[config.mk]
export PLATFORM = sky130hd
export DESIGN_NAME = err_ovf_irq
export DESIGN_NICKNAME = d
export VERILOG_FILES = /design/src/rtl/err_ovf_irq.sv
export SDC_FILE = /design/constraint.sdc
export NUM_CORES = 1
export LEC_CHECK = 0
export BUFFER_PORTS_ARGS = -buffer_cell sky130_fd_sc_hd__buf_2
export CORE_UTILIZATION = 58
export CTS_CLUSTER_SIZE = 25
export DETAILED_ROUTE_END_ITERATION = 16
export PLACE_DENSITY = 0.91
export SYNTH_ARGS = -nofsm -noshare
export SYNTH_HDL_FRONTEND = slang
export SYNTH_SLANG_ARGS = --single-unit
[constraint.sdc]
create_clock -name clk -period 2.55 [get_ports clk]
set_clock_uncertainty 0.05 [all_clocks]
set_input_delay 0.255 -clock clk [delete_from_list [all_inputs] [get_ports clk]]
set_output_delay 0.255 -clock clk [all_outputs]
set_load 0.05 [all_outputs]
[src/rtl/err_ovf_irq.sv]
module err_ovf_irq #(
  parameter int W_FE   = 12,
  parameter int W_CRC  = 10,
  parameter int W_LCV  = 16,
  parameter int W_FEBE = 10,
  parameter int W_BERR = 12,
  parameter int W_SEF  = 2,
  parameter int W_COFA = 2,
  parameter int W_OOF  = 4,
  localparam int SUMW  = W_FE + W_CRC + W_LCV + W_FEBE + W_BERR + W_SEF + W_COFA + W_OOF
) (
  input  logic            clk,
  input  logic            rst_n,
  input  logic [7:0]      err_stb,
  input  logic [7:0]      cnt_clr,
  input  logic            ien_we,
  input  logic [7:0]      ien_wdata,
  output logic [7:0]      ien_q,
  input  logic            sts_rd,
  output logic [7:0]      sts_q,
  output logic            irq,
  output logic [SUMW-1:0] cnt_q
);

  function automatic int cw(input int i);
    case (i)
      0: return W_FE;
      1: return W_CRC;
      2: return W_LCV;
      3: return W_FEBE;
      4: return W_BERR;
      5: return W_SEF;
      6: return W_COFA;
      default: return W_OOF;
    endcase
  endfunction

  function automatic int co(input int i);
    int s;
    s = 0;
    for (int k = 0; k < i; k++) s += cw(k);
    return s;
  endfunction

  logic [7:0] sts_set;

  always_ff @(posedge clk or negedge rst_n)
    if (!rst_n)      ien_q <= '0;
    else if (ien_we) ien_q <= ien_wdata;

  always_ff @(posedge clk or negedge rst_n)
    if (!rst_n) sts_q <= '0;
    else        sts_q <= (sts_q & ~{8{sts_rd}}) | sts_set;

  assign irq = |(sts_q & ien_q);

  for (genvar i = 0; i < 8; i++) begin : g_ctr
    localparam int W = cw(i);
    localparam logic [W-1:0] MAX = '1;
    localparam logic [W-1:0] PRE = {{(W-1){1'b1}}, 1'b0};
    logic [W-1:0] cnt;
    logic         full;

    assign full = (cnt == MAX);

    always_ff @(posedge clk or negedge rst_n)
      if (!rst_n)                     cnt <= '0;
      else if (cnt_clr[i])            cnt <= '0;
      else if (err_stb[i] && !full)   cnt <= cnt + 1'b1;

    assign sts_set[i] = err_stb[i] & ~cnt_clr[i] & (cnt == PRE) & ien_q[i];
    assign cnt_q[co(i) +: W] = cnt;

    AST_SATURATE: assert property (@(posedge clk) disable iff (!rst_n)
      full && !cnt_clr[i] |=> cnt == MAX);
    AST_SET_AT_FULL: assert property (@(posedge clk) disable iff (!rst_n)
      $rose(sts_q[i]) |-> cnt == MAX);
    AST_SET_NEEDS_EN: assert property (@(posedge clk) disable iff (!rst_n)
      $rose(sts_q[i]) |-> $past(ien_q[i]));
    AST_HOLD: assert property (@(posedge clk) disable iff (!rst_n)
      sts_q[i] && !sts_rd |=> sts_q[i]);
    AST_RD_CLEARS: assert property (@(posedge clk) disable iff (!rst_n)
      sts_rd && !err_stb[i] |=> !sts_q[i]);
    AST_CLR_ZERO: assert property (@(posedge clk) disable iff (!rst_n)
      cnt_clr[i] |=> cnt == '0);
  end

  AST_IRQ_SRC: assert property (@(posedge clk) disable iff (!rst_n)
    irq |-> sts_q != 8'h00);
  AST_IEN_LOAD: assert property (@(posedge clk) disable iff (!rst_n)
    ien_we |=> ien_q == $past(ien_wdata));

endmodule

Word level (Yosys, flattened, before mapping)
Cells that the tools add are included.
- add/sub/neg operators: 8
- multiplexer cells: 16
- bitwise gates (word level): 36
- equal/unequal tests: 16
- reductions and logical operators: 25
- operators by type and width (operator ; number):
    $eq 12x12->1 const B ; 4
    $mux 12 ; 4
    $eq 10x10->1 const B ; 4
    $mux 10 ; 4
    $eq 16x16->1 const B ; 2
    $mux 16 ; 2
    $add 12x1->12 const B ; 2
    $and 1x1->1 ; 24
    $add 10x1->10 const B ; 2
    $add 16x1->16 const B ; 1
    $and 8x8->8 ; 2
    $reduce_bool 2->1 ; 8
    $eq 2x2->1 const B ; 4
    $eq 4x4->1 const B ; 2
    $logic_and 1x1->1 ; 8
    $logic_not 1->1 ; 8
    $mux 2 ; 4
    $mux 4 ; 2
    $not 1->1 ; 8
    $not 8->8 ; 1
    $or 8x8->8 ; 1
    $reduce_or 8->1 ; 1
    $add 2x1->2 const B ; 2
    $add 4x1->4 const B ; 1
- input port bits: 28
- word-level logic and storage cells: 111
- register bits: 84
- output and inout bits: 85

Longest topological paths before layout
- depth after elaboration: 5
- gate-level depth with buffers: 5
- gate-level depth less buffers: 5

Least setup slack after synthesis
OpenSTA, ideal clock, no wires.
- path kind: register -> register
- start point: reg g_ctr[4].cnt[2]
- end point: reg g_ctr[4].cnt[9]
- data required time: 2372 ps
- data arrival time: 1752 ps
- path buffers: 0
- clock period less this slack: 1930 ps
- slack: 620 ps
- cell stages (with the launch flop): 5
- path through: dfrtp_1 > nand2_1 > or2_4 > nor4_1 > mux2_1
- cells in the longest elaborated chain, start to end: 4
- elaborated cells on any way between the ends: 7
- classes of those cells: 1 x add/sub; 1 x eq/ne; 2 x mux; 3 x reduce/logical
- RTL lines (item ; RTL line ; RTL):
    start, declared ; 61 ; logic [W-1:0] cnt;
    start signal, assigned ; 69 ; else if (err_stb[i] && !full) cnt <= cnt + 1'b1;
    branches (longest 4 deep; another with $add 12x1->12) ; - ;
Several ways; the timed one is not identified. The select of a mux whose other input is x is not followed.
A chain may end at the register's enable or synchronous reset.

Final worst setup path
- start point: reg g_ctr[0].cnt[0]
- end point: reg g_ctr[0].cnt[9]
- cells in the longest elaborated chain, start to end: 4
- elaborated cells on any way between the ends: 7
- classes of those cells: 1 x add/sub; 1 x eq/ne; 2 x mux; 3 x reduce/logical
- RTL lines (item ; RTL line):
    start, declared ; 61
    start signal, assigned ; 69
    branches (longest 4 deep; another with $add 12x1->12) ; -
Several ways; the timed one is not identified. The select of a mux whose other input is x is not followed.

==> flow_metrics.tcl <==
set metrics [dict create \
    ys_seq_area_share_pct 46.5 \
    dieHeight_um 90.3 \
    endpoint "g_ctr[0].cnt[9]" \
    setup_tns_ns 0 \
    port_buffers 112 \
    ys_types 57 \
    numCtsBuffers 9 \
    crit_start "g_ctr[0].cnt[0]" \
    max_freq_ghz 0.552 \
    yosys.area_share.simple_pct 24.0 \
    viasPerCell 6.18 \
    synth_edf_count 0 \
    finalCritPeriodShare_pct 71.0 \
    utilization_pct 72.4 \
    r2r-end "g_ctr[0].cnt[9]" \
    rsz0062_at_grt "false" \
    nets 614 \
    htreeDepth 3 \
    syn_area_um2 4520 \
    slew_violations 0 \
    synth_seq_cells 84 \
    cp_data_arrival_time_ns 2.03 \
    drt_wl_total_um 11100 \
    overflow 0 \
    syn_nets 502 \
    finalHoldViolations 0 \
    core_area_um2 7410 \
    multi_input_area_um2 2290 \
    gp_congestion 0.908 \
    syn_avg_cell_area_um2 9.88 \
    start_kind "flop" \
    power_density_nw_per_um2 507 \
    initial_core_util_pct 61.1 \
    relSlewSlack_pct 65.0 \
    reg2regPathDepth 5 \
    clk_pin_slew_ns 0.08 \
    clock_path_buffers 2 \
    ys_warn_count 0 \
    period_minus_slack_ns 1.81 \
    clk_latency_ns 0.34 \
    drt-initial-drc-count 298 \
    hold_path.startpoint "cnt_clr[6]" \
    track_usage_pct 28.1 \
    cts_post_setup_buffers_inserted 0 \
    tightest_slew_ns 0.524 \
    drc 0 \
    synthCells 458 \
    cts-root-buf "clkbuf_8" \
    p_leak_nw 2.44 \
    synth_fa_ha_area_share_pct 4.42 \
    drtPass1Iterations 6 \
    io_pins 113 \
    post_drt_wl_per_cell_um 16.5 \
    die_x_um 90.3 \
    fill_cells 565 \
    endpoint_kind "flop" \
    async_reset_ff_share_pct 100 \
    cts_sinks 84 \
    synth_xor_area_share_pct 4.26 \
    crit_type "reg -> reg" \
    final_cell_mix "buf_2 (111), dfrtp_1 (84), nor2_1 (44)" \
    die_area_um2 8160 \
    cts_hold_buffers 1 \
    layout_commonest_cell "buf_2" \
    status "complete, no violations" \
    vdd_ir_drop_max_uv 591 \
    first_global_vias 3918 \
    vias 4159 \
    crit_required_ns 2.77 \
    synth_compound_area_share_pct 14.8 \
    r2r_start "g_ctr[0].cnt[0]" \
    max-cap-violations 0 \
    drive_gt1_share_pct 26.0 \
    antenna_found_initial 0 \
    regArea_um2 2100 \
    synth_top_family_by_area "simple AND/OR/NAND/NOR gates" \
    synth.area.mux_share_pct 3.15 \
    hpwl_um 7910 \
    cts_resized 0 \
    grt_pass1_wl_um 18500 \
    grt_max_degree 85 \
    rows 31 \
    hold_path.class "in -> reg" \
    r2r_slack_ns 0.74 \
    cp_max_fo 6 \
    ant_nets 0 \
    cts_tree "yes" \
    n_antenna_cell 0 \
    setup_viol 0 \
    area_growth_pct 18.6 \
    ys.flop_type "dfrtp_1" \
]
-- layout make-up --
type                       instances  area share (%)
inverter                          19            1.33
clock buffer                      13            2.77
timing repair buffer             114            11.1
sequential                        84            39.2
clock inverter                     2           0.653
tap                               99            2.31
multi-input combinational        342            42.7
-- power breakdown --
part	total, mW	internal (mW)	switching, mW
Clock	0.912	0.475	0.437
Sequential	1.42	1.37	0.0511
Combinational	0.385	0.106	0.278
Total	2.72	1.95	0.767
-- logic make-up after synthesis --
family | after synthesis
xor gates and xnor gates | 22
DFF | 84
and+or+nand+nor | 191
buffers and inverters | 32
muxes | 13
adders and majority gates | 16
AOI/OAI and AO/OA | 100
-- stage by stage --
step                      hold slack [ns]  area, um^2  worst slack, ns  total power, mW  cells
final                              0.0340        5370            0.740             2.72    673
after global routing               0.0178        5370            0.600             2.84    673
after CTS                          0.0151        5370            0.752             2.74    673
after detailed placement            0.272        5170            0.775             1.83    657
after global placement              0.269        5170            0.898             1.82    657
after floorplan                   -0.0906        4520            0.620             1.69    458
-- flip-flops by register name (all words and copies together), names as in the netlist --
name and flops:
ien_q 8, g_ctr.cnt 68, sts_q 8
-- cell usage after synthesis (all sizes together) (7+ instances only) --
master  count  share of area (%)
dfrtp      84                 46
nor2       44                3.7
a21oi      33                3.7
nand4      26                4.1
nand3      24                2.9
nand2      22                1.8
inv        19                1.6
ha         16                4.4
o21ai      15                1.7
nor3       13                1.5
xnor2      13                2.5
or3        12                1.7
mux2       10                2.5
o31ai      10                1.8
and4        9                1.9
xor2        9                1.7
a211oi      7                1.2
clkbuf      7               0.58
nand4b      7                1.4
-- worst min path at each step --
stage,depth (start not counted),slack [ns],to
after floorplan,0,-0.09,g_ctr[0].cnt[0]
after global placement,2,0.27,g_ctr[0].cnt[11]
after detailed placement,2,0.27,g_ctr[2].cnt[4]
after CTS,2,0.02,g_ctr[5].cnt[0]
after global routing,2,0.02,g_ctr[6].cnt[0]
final,2,0.03,g_ctr[6].cnt[0]
-- critical path: stages, from the launching register on --
cell	delay [ns]
dfrtp_1	0.45
ha_1	0.29
inv_1	0.13
o21ai_0	0.16
or4b_1	0.50
a21oi_1	0.16
-- metal layers --
layer / share of wire (%) / vias to the layer above / routed length, um / global-route usage, %
met4: 2.7 / 0 / 297 / 11.6
met2: 49 / 211 / 5460 / 45.4
met1: 41 / 1960 / 4530 / 36.8
met3: 7.2 / 35 / 798 / 6.23
li1: - / 1953 / - / -
met5: 0 / - / 0 / 0
(Power assumes the default switching activity.)
